$ cat config.mk
export PLATFORM = sky130hd
export DESIGN_NAME = xram_bank_map
export DESIGN_NICKNAME = d
export VERILOG_FILES = /design/src/rtl/xram_pkg.sv /design/src/rtl/xram_ctrl.sv /design/src/rtl/xram_map.sv /design/src/rtl/xram_bank_map.sv
export SDC_FILE = /design/constraint.sdc
export NUM_CORES = 1
export LEC_CHECK = 0
export CORE_ASPECT_RATIO = 0.8
export CORE_MARGIN = 8
export CORE_UTILIZATION = 32
export DETAILED_ROUTE_END_ITERATION = 8
export PLACE_DENSITY = 0.76
export SETUP_SLACK_MARGIN = 0.4
export SLEW_MARGIN = 20
export SYNTH_ARGS = -nofsm -noshare
export SYNTH_HDL_FRONTEND = slang
export SYNTH_HIERARCHICAL = 1
export SYNTH_SLANG_ARGS = --single-unit
$ cat constraint.sdc
create_clock -name clk -period 1.5 [get_ports clk]
set_clock_uncertainty 0.2 [all_clocks]
set_input_delay 0.3 -clock clk [delete_from_list [all_inputs] [get_ports clk]]
set_output_delay 0.3 -clock clk [all_outputs]
set_load 0.02 [all_outputs]
$ cat src/rtl/xram_pkg.sv
package xram_pkg;
  localparam int XR_PAGE_W = 2;
  localparam int XR_BANK_W = 2;
  localparam int XR_NUM_BANKS = 1 << XR_BANK_W;

  // control register bit positions (decoded by the mapper)
  localparam int XR_B_PAGE = 0;
  localparam int XR_B_BANK = 2;
  localparam int XR_B_MODEA = 4;
  localparam int XR_B_MODEB = 5;
  localparam int XR_B_VID = 6;
  localparam int XR_B_WIN = 7;

  typedef struct packed {
    logic                 forceDef;
    logic                 strobeEn;
    logic [XR_PAGE_W-1:0] pageBits;
    logic [XR_BANK_W-1:0] bankIdx;
    logic                 altMode;
  } xram_ctl_t;
endpackage

$ cat src/rtl/xram_ctrl.sv
module xram_ctrl
  import xram_pkg::*;
#(
  parameter int ADDR_W = 16,
  parameter int DATA_W = 8,
  parameter logic [ADDR_W-1:0] REG_ADDR = 16'hFD16
) (
  input  logic              clk,
  input  logic              rstN,
  input  logic [ADDR_W-1:0] cpuAddr,
  input  logic [DATA_W-1:0] cpuWrData,
  input  logic              cpuWe,
  input  logic              vidFetch,
  input  logic              accessEn,
  output logic [DATA_W-1:0] regQ,
  output logic              regHit,
  output xram_ctl_t         ctl
);
  localparam int WIDE_BITS = 2;
  localparam int NARROW_BITS = 4;

  logic inWideWin, inNarrowWin, winForce, vidForce;

  assign regHit = (cpuAddr == REG_ADDR);

  always_ff @(posedge clk) begin
    if (!rstN) regQ <= '1;
    else if (cpuWe && regHit) regQ <= cpuWrData;
  end

  assign inWideWin = (cpuAddr[ADDR_W-1 -: WIDE_BITS] == '0);
  assign inNarrowWin = (cpuAddr[ADDR_W-1 -: NARROW_BITS] == '0);
  assign winForce = regQ[XR_B_VID] && (regQ[XR_B_WIN] ? inWideWin : inNarrowWin);
  assign vidForce = !regQ[XR_B_VID] && vidFetch;

  always_comb begin
    ctl.forceDef = winForce || vidForce;
    ctl.strobeEn = accessEn;
    ctl.pageBits = regQ[XR_B_PAGE +: XR_PAGE_W];
    ctl.bankIdx = regQ[XR_B_BANK +: XR_BANK_W];
    ctl.altMode = regQ[XR_B_MODEA] && !regQ[XR_B_MODEB];
  end

  // register is all ones in the first cycle after reset
  assert_reset_value_R1: assert property (@(posedge clk) disable iff (!rstN)
    !$past(rstN) |-> regQ == '1);

  // a hit write lands on the next edge
  assert_write_update_R2: assert property (@(posedge clk) disable iff (!rstN)
    (cpuWe && regHit) |=> regQ == $past(cpuWrData));

  // anything else leaves the register alone
  assert_write_hold_R2: assert property (@(posedge clk) disable iff (!rstN)
    !(cpuWe && regHit) |=> $stable(regQ));
endmodule

$ cat src/rtl/xram_map.sv
module xram_map
  import xram_pkg::*;
#(
  parameter bit LINEAR = 1'b0
) (
  input  logic                    clk,
  input  logic                    rstN,
  input  xram_ctl_t               ctl,
  output logic [XR_PAGE_W-1:0]    pageLine,
  output logic [XR_NUM_BANKS-1:0] bankStrbN,
  output logic                    altMode
);
  localparam logic [XR_BANK_W-1:0] DEF_BANK =
    LINEAR ? XR_BANK_W'(XR_NUM_BANKS - 1) : '0;

  logic [XR_BANK_W-1:0] selIdx;

  assign selIdx = ctl.forceDef ? DEF_BANK : ctl.bankIdx;
  assign pageLine = ctl.forceDef ? '0 : ~ctl.pageBits;
  assign altMode = ctl.altMode;

  for (genvar i = 0; i < XR_NUM_BANKS; i++) begin : g_strb
    assign bankStrbN[i] = !(ctl.strobeEn && (selIdx == XR_BANK_W'(i)));
  end

  // exactly one strobe during a valid cycle
  assert_single_strobe_R10: assert property (@(posedge clk) disable iff (!rstN)
    ctl.strobeEn |-> $countones(~bankStrbN) == 1);

  // no strobe while idle
  assert_idle_strobe_R10: assert property (@(posedge clk) disable iff (!rstN)
    !ctl.strobeEn |-> bankStrbN == '1);

  // override lands on page 3 (lines 00)
  assert_force_page_R9: assert property (@(posedge clk) disable iff (!rstN)
    ctl.forceDef |-> pageLine == '0);

  // override lands on the scheme's default bank
  assert_force_bank_R9: assert property (@(posedge clk) disable iff (!rstN)
    (ctl.forceDef && ctl.strobeEn) |-> !bankStrbN[DEF_BANK]);
endmodule

$ cat src/rtl/xram_bank_map.sv
module xram_bank_map
  import xram_pkg::*;
#(
  parameter int ADDR_W = 16,
  parameter int DATA_W = 8,
  parameter logic [ADDR_W-1:0] REG_ADDR = 16'hFD16,
  parameter bit LINEAR = 1'b0
) (
  input  logic              clk,
  input  logic              rstN,
  input  logic [ADDR_W-1:0] cpuAddr,
  input  logic [DATA_W-1:0] cpuWrData,
  input  logic              cpuWe,
  input  logic              vidFetch,
  input  logic              accessEn,
  output logic [DATA_W-1:0] rdData,
  output logic              rdHit,
  output logic [1:0]        pageLine,
  output logic [3:0]        bankStrbN,
  output logic              altMode
);
  logic [DATA_W-1:0] regQ;
  xram_ctl_t ctl;

  xram_ctrl #(.ADDR_W(ADDR_W), .DATA_W(DATA_W), .REG_ADDR(REG_ADDR)) u_ctrl (
    .clk(clk), .rstN(rstN), .cpuAddr(cpuAddr), .cpuWrData(cpuWrData),
    .cpuWe(cpuWe), .vidFetch(vidFetch), .accessEn(accessEn),
    .regQ(regQ), .regHit(rdHit), .ctl(ctl)
  );

  xram_map #(.LINEAR(LINEAR)) u_map (
    .clk(clk), .rstN(rstN), .ctl(ctl),
    .pageLine(pageLine), .bankStrbN(bankStrbN), .altMode(altMode)
  );

  assign rdData = rdHit ? regQ : '0;
endmodule

Word level (Yosys, flattened, before mapping)

Index checks and enable logic that the tools add are counted.

Input bits: 29
Register bits after elaboration: 8
Output and inout port bits: 16
Logic and storage cells: 28

Equality and inequality tests: 4
Bitwise logic cells: 1
Reduce and logical (&&, ||, !) cells: 18
Mux-type cells: 4

Operators by type and width:

| cell                   | count |
|---|---|
| $eq A16 B16 Y1 const B | 1 |
| $logic_and A1 B1 Y1    | 8 |
| $mux W8                | 1 |
| $logic_not A1 Y1       | 6 |
| $eq A2 B2 Y1 const B   | 2 |
| $logic_not A2 Y1       | 2 |
| $logic_not A4 Y1       | 1 |
| $mux W2                | 2 |
| $eq A2 B1 Y1 const B   | 1 |
| $not A2 Y2             | 1 |
| $logic_or A1 B1 Y1     | 1 |
| $mux W1                | 1 |

Longest topological paths before layout

Gate-level depths: netlist (run 1).

Depth in word-level cells: 8
Mapped depth: 5
Depth with buffers taken out: 5

Hierarchy

The synthesis (run 1) kept the hierarchy.

Modules (own cells, without submodules):

| module        | cells an instance | times used | seq. area each (um2) | area an instance (um2) |
|---|---|---|---|---|
| xram_ctrl     | 51                | 1          | 160.2                | 470.5 |
| xram_map      | 8                 | 1          | 0.0                  | 55.1 |
| xram_bank_map | 8                 | 1          | 0.0                  | 50.0 |

Least setup slack after synthesis (run 1)

No wires, ideal clock.

Kind: input port to output port
From: input port cpuAddr[7]
To: output port rdData[0]
Buffers on the path: 0
Slack: -0.148 ns
Arrival: 1.148 ns
Required time: 1.000 ns
Stages: 4
Cells stage by stage: nor4b_4 -> nand4_4 -> clkinv_4 -> and2_1

Cells in the longest elaborated chain, start to end: 2

RTL lines:

| what            | line                | RTL |
|---|---|---|
| from (decl)     | xram_bank_map.sv:11 | `input logic [ADDR_W-1:0] cpuAddr,` |
| $eq A16 B16 Y1  | xram_ctrl.sv:24     | `assign regHit = (cpuAddr == REG_ADDR);` |
| named net rdHit | xram_bank_map.sv:17 | `output logic rdHit,` |
| $mux W8         | xram_bank_map.sv:36 | `assign rdData = rdHit ? regQ : '0;` |
| to (decl)       | xram_bank_map.sv:16 | `output logic [DATA_W-1:0] rdData,` |

The timed path passes the listed nets, and every way through them passes these cells.

==> results.cfg, run 1 <==
[route]
viasPerCell = 4.782
ant_nets = 0
drt_wl_total_mm = 2.016
drtIter0Drc = 7
drcViolationCount = 0
wl_per_cell_um = 14.20
drt_pre_antenna_iters = 4
route.vias.total = 679

[sta]
fmax_ghz = 0.5457
timing.setup.tns_ns = -5.067
hold_viol = 0
fin_crit_ns = 1.833
worst_pin_slew_ns = 0.4364
fin_ws_ns = -0.3325
slew_headroom_pct = 70.82
drv_slew = 0
rsz0062_at_grt = yes
setup-violations-final = 23
finalCritPeriodShare_pct = 122.2

[global_route]
grt_antenna_before_repair = 0
first_global_vias = 757
grt_pass1_wl_mm = 3.367
track_usage_pct = 12.07
grt_max_degree = 10
overflow = 0

[cells_and_area]
top_regs = u_ctrl/regQ x8
final_layout_size_suffix_gt1_share_pct = 62.50
diodes = 0
area_growth_pct = 118.0
seqCellArea_um2 = 162.7
nets = 151
multi_input_area_um2 = 473.0
regMostFlops = u_ctrl/regQ
fin_area_mm2 = 0.001255
largest_reg_flops = 8
final_cells = 142
fillers = 127

[synth]
synth_area_per_cell_um2 = 8.590
yosysWarnings = 6
synth-adder-area-share_pct = 0
synth.area.top_cells = dfxtp_1 28%, a21o_1 10%, and2_1 8.7%
synth_seq_area_share_pct = 27.83
synth_cell_types = 21
synth.area.mux_share_pct = 0
synth-seq-cells = 8
syn_inst = 67
syn_nets = 96
yosysTopAreaCell = dfxtp_1
synthSimpleGateAreaFrac_pct = 39.35
synth_top_family_by_area = simple AND/OR/NAND/NOR gates
synth-compound-area-share_pct = 20.43
synth.cell_area_um2 = 575.6
synth_xor_area_share_pct = 0
synth.top_cell.area_share_pct = 27.83

[floorplanning]
num_io_pins = 45
rows = 13
die_area_mm2 = 0.003420
start_util_pct = 34.69
fp.coreArea_mm2 = 0.001659
die_y_um = 53.93
die_x_um = 63.42

[pwr]
p_leak_nw = 0.5481
p_per_area_mw_per_mm2 = 401.3
peakVddDrop_mv = 0.3701

[min_path]
hp-class = flop to flop

[clock_tree]
clk_pin_slew_worst_paths_ns = 0.05
cts-root-buf = clkbuf_4
cts_tree = done
clk_latency_ns = 0.25
clkSinkCount = 8
htreeDepth = 1
clockBufferDepth = 2
numCtsBuffers = 3

[place]
routabilityCongestion = 0.7021
io_buffers = 44
hpwl_mm = 1.568
dpl_cell_area_mm2 = 0.001105
placed_cells = 131

[critical_path]
cp_max_fo = 5
start_kind = flop
endpoint_kind = primary output
criticalPathCategory = flop to primary output
critical_path_required_ns = 1.00
crit_arrival_ns = 1.33

[run_status]
status = finished with violations
violations = setup timing

[flow_run]
cap_viol_max_count = 0
[cells in the final DEF, fill, tap and decap left out, drive strengths merged, types with 2 or more instances in the layout]
master / n
buf: 34
clkdlybuf4s50: 11
o21ai: 10
nand2: 9
and2: 8
a21o: 8
dfxtp: 8
clkdlybuf4s15: 5
clkbuf: 5
nor2: 5
dlygate4sd2: 4
clkinv: 2
nand4bb: 2
[critical path: stages (launching register included)]
cell,delay (ns)
dfxtp_1,0.30
o211ai_1,0.25
o21ai_4,0.14
buf_6,0.14
o21ai_2,0.11
buf_6,0.13
[layout make-up]
cell class,count,share of cell area [%]
Tap cell,22,2.193
Inverter,2,0.9970
Timing Repair inverter,1,0.6979
Timing Repair Buffer,56,43.67
Clock buffer,3,1.795
Multi-Input combinational cell,50,37.69
Sequential cell,8,12.96
[metrics by stage]
| step | hold WS [ns] | worst slack (ns) | power (mW) | utilization, % |
|---|---|---|---|---|
| 2_1_floorplan | 0.2458 | -0.08686 | 0.2601 | - |
| 3_3_place_gp | 0.2595 | -1.081 | 0.3431 | 66.59 |
| 3_5_place_dp | 0.2799 | -1.093 | 0.3452 | 66.59 |
| 4_1_cts | 0.2739 | -0.3639 | 0.5129 | 74.96 |
| 5_1_grt | 0.3272 | -0.4069 | 0.5370 | 75.64 |
| 6_report | 0.3084 | -0.3325 | 0.5036 | 75.64 |
[layer usage]
metal / vias up / wire (µm) / global-route usage (%)
li1: 338 / - / -
met1: 313 / 764 / 12.37
met2: 26 / 1080 / 23.87
met3: 2 / 156 / 5.590
met4: 0 / 14 / 0
met5: - / 0 / 0
[worst paths after layout]
path	to	cells past startpoint	slack [ns]	start
max reg2reg	u_ctrl/regQ[7]	2	0.61	u_ctrl/regQ[7]
min	u_ctrl/regQ[4]	1	0.31	u_ctrl/regQ[4]
max	bankStrbN[0]	5	-0.33	u_ctrl/regQ[7]
min reg2reg	u_ctrl/regQ[4]	1	0.31	u_ctrl/regQ[4]
[what timing repair did]
action / in CTS / in global routing
gates resized for setup: 163 / 5
gates cloned: 1 / 0
pin swaps: 16 / 6
hold buffers: 0 / 0
setup endpoints to repair: 24 / 24
buffers inserted: 5 / 2
[power breakdown]
part	switching, mW	total, mW	internal, mW	leakage, nW
registers	0.00000400	0.213	0.213	0.0637
logic	0.0512	0.134	0.0824	0.471
clock network	0.0661	0.157	0.0911	0.0138
[Yosys cell counts]
cell,count
and4b_2,1
and4bb_2,1
o211ai_1,1
a21o_1,8
and4_2,1
clkbuf_8,1
nor4b_4,1
o21ai_0,9
nand4bb_1,2
buf_4,6
inv_1,1
nand4b_1,1
nand4_4,1
nand2_1,8
dfxtp_1,8
nand2_4,1
and2_1,8
o21ai_1,1
nor2_1,5
nor2b_1,1
clkinv_4,1
[cell families (layout without fill, tap and decap cells)]
logic type,after synthesis,in the layout
compound gates,19,19
buf+inv,9,62
simple gates,31,31
flops,8,8
No activity file was read; power rests on OpenSTA's default activity.
==> run 2, diff against run 1 <==
--- a/config.mk
+++ b/config.mk
@@ -5,11 +5,14 @@
 export SDC_FILE = /design/constraint.sdc
 export NUM_CORES = 1
 export LEC_CHECK = 0
+export ABC_CLOCK_PERIOD_IN_PS = 1750
+export CELL_PAD_IN_SITES_DETAIL_PLACEMENT = 2
+export CELL_PAD_IN_SITES_GLOBAL_PLACEMENT = 2
 export CORE_ASPECT_RATIO = 0.8
 export CORE_MARGIN = 8
-export CORE_UTILIZATION = 32
+export CORE_UTILIZATION = 16
 export DETAILED_ROUTE_END_ITERATION = 8
-export PLACE_DENSITY = 0.76
+export PLACE_DENSITY = 0.75
 export SETUP_SLACK_MARGIN = 0.4
 export SLEW_MARGIN = 20
 export SYNTH_ARGS = -nofsm -noshare
==> constraint.sdc (replaced) <==
create_clock -name clk -period 1.75 [get_ports clk]
set_clock_uncertainty 0.2 [all_clocks]
set_input_delay 0.35 -clock clk [delete_from_list [all_inputs] [get_ports clk]]
set_output_delay 0.35 -clock clk [all_outputs]
set_load 0.02 [all_outputs]
==> results.cfg, run 2 (synthesis results as in run 1) <==
[run_status]
status = finished with violations
violations = setup timing

[critical_path]
slowest_delay_ns = 0.31
start_kind = flop
endpoint_kind = primary output
cp_max_fo = 6
crit_arrival_ns = 1.34
critical_path_required_ns = 1.20
path_cells = o211ai_1 > o21ai_4 > nand4b_1 > buf_6
setup.worst_path.start = u_ctrl/regQ[7]
slowest_stage = dfxtp_2
r2r-start = u_ctrl/regQ[6]
criticalPathCategory = flop to primary output

[pwr]
power.total_mw = 0.5079
p_leak_nw = 0.5285
peakVddDrop_mv = 0.1325
p_per_area_mw_per_mm2 = 413.4

[clock_tree]
htreeDepth = 1
clk_latency_ns = 0.23
cts-root-buf = clkbuf_8
cts_tree = done
numCtsBuffers = 3
clkSinkCount = 8
cts-hold-fix-buffers = 0
clk_pin_slew_worst_paths_ns = 0.04
clockBufferDepth = 2

[global_route]
grt_pass1_wl_mm = 4.057
grt_antenna_before_repair = 0
grt_busiest_layer = met2
track_usage_pct = 8.472
grt_use_met3_pct = 2.934
first_global_vias = 805
grt_use_met1_pct = 10.09
grt_max_degree = 10
use_met2_pct = 13.97
overflow = 0

[route]
route.vias.total = 688
viasPerCell = 4.300
drtIter0Drc = 8
drt_wl_total_mm = 2.443
drt_pre_antenna_iters = 2
ant_nets = 0
drcViolationCount = 0
wl_per_cell_um = 15.27

[floorplanning]
start_util_pct = 16.70
rows = 19
num_io_pins = 45
die_area_mm2 = 0.005784
die_y_um = 69.65
fp.coreArea_mm2 = 0.003447
die_x_um = 83.06

[cells_and_area]
fillers = 373
area_growth_pct = 113.5
final_common_cell = buf_6
fin_util_pct = 35.64
nets = 149
mostFrequentLayoutCells = 20 x buf_6, 10 x clkdlybuf4s50_1
regMostFlops = u_ctrl/regQ
fin_area_mm2 = 0.001229
largest_reg_flops = 8
final_cells = 160
top_regs = u_ctrl/regQ x8
diodes = 0
final_layout_size_suffix_gt1_share_pct = 56.78

[sta]
drv_slew = 0
slew_headroom_pct = 67.61
fin_hold_ws_ns = 0.2654
worst_pin_slew_ns = 0.4850
hold_viol = 0
finalCritPeriodShare_pct = 107.8
fin_ws_ns = -0.1361
fmax_ghz = 0.5302
setup-violations-final = 15
timing.setup.tns_ns = -1.553
fin_crit_ns = 1.886
rsz0062_at_grt = yes

[place]
routabilityCongestion = 0.7201
dpl_cell_area_mm2 = 0.001137
io_buffers = 44
placed_cells = 152
post-place-ws_ns = -0.9819
hpwl_mm = 1.994

[min_path]
worstHoldStart = u_ctrl/regQ[4]
hp-class = flop to flop

[flow_run]
cap_viol_max_count = 0
## run 2: cell types whose count changed in the layout (fill, tap and decap cells not counted), sizes merged
| cell | change |
|---|---|
| buf | -1 |
| clkbuf | +2 |
| clkdlybuf4s15 | -2 |
| clkdlybuf4s50 | -1 |
| dlygate4sd2 | -1 |
| dlymetal6s2s | +1 |
## run 2: final timing paths
path | to | slack, ns | depth (start not counted)
worst max-delay path | bankStrbN[3] | -0.14 | 4
worst min-delay path | u_ctrl/regQ[4] | 0.27 | 1
worst min register to register | u_ctrl/regQ[4] | 0.27 | 1
worst max register to register | u_ctrl/regQ[6] | 0.78 | 2
## run 2: power breakdown
part / switching [mW] / internal [mW]
Combinational: 0.0410 / 0.0628
Clock: 0.0721 / 0.149
Sequential: 0.00000349 / 0.183
## run 2: what timing repair did
item / CTS / global route
gates cloned: 1 / 0
gates resized for setup: 144 / 14
pin swaps: 9 / 8
setup buffers: 3 / 1
setup endpoints to repair: 24 / 24
## run 2: per-layer routing
metal	routed length (µm)	vias to the layer above
li1	-	333
met1	1088	322
met3	185	0
met5	0	-
met2	1170	33
met4	0	0
## run 2: worst max-delay path, delay by kind of cell (launching register included)
kind	cells	cell delay, ns
buf+inv	1	0.16
simple gates	1	0.22
flops	1	0.31
compound gates	2	0.43
## run 2: final cells by class
type / instances / area, µm² / area share (%)
Clock buffer: 3 / 41.29 / 3.360
Inverter: 2 / 12.51 / 1.018
Multi-Input combinational cell: 50 / 451.7 / 36.76
Sequential cell: 8 / 162.7 / 13.24
Tap cell: 42 / 52.55 / 4.277
Timing Repair Buffer: 54 / 499.2 / 40.63
Timing Repair inverter: 1 / 8.758 / 0.7128
==> run 3, diff against run 2 <==
--- a/config.mk
+++ b/config.mk
@@ -19,3 +19,4 @@
 export SYNTH_HDL_FRONTEND = slang
 export SYNTH_HIERARCHICAL = 1
 export SYNTH_SLANG_ARGS = --single-unit
+export TNS_END_PERCENT = 100
==> results of run 3 <==
Same layout as run 2: the final DEF is identical, and so are final timing and power.
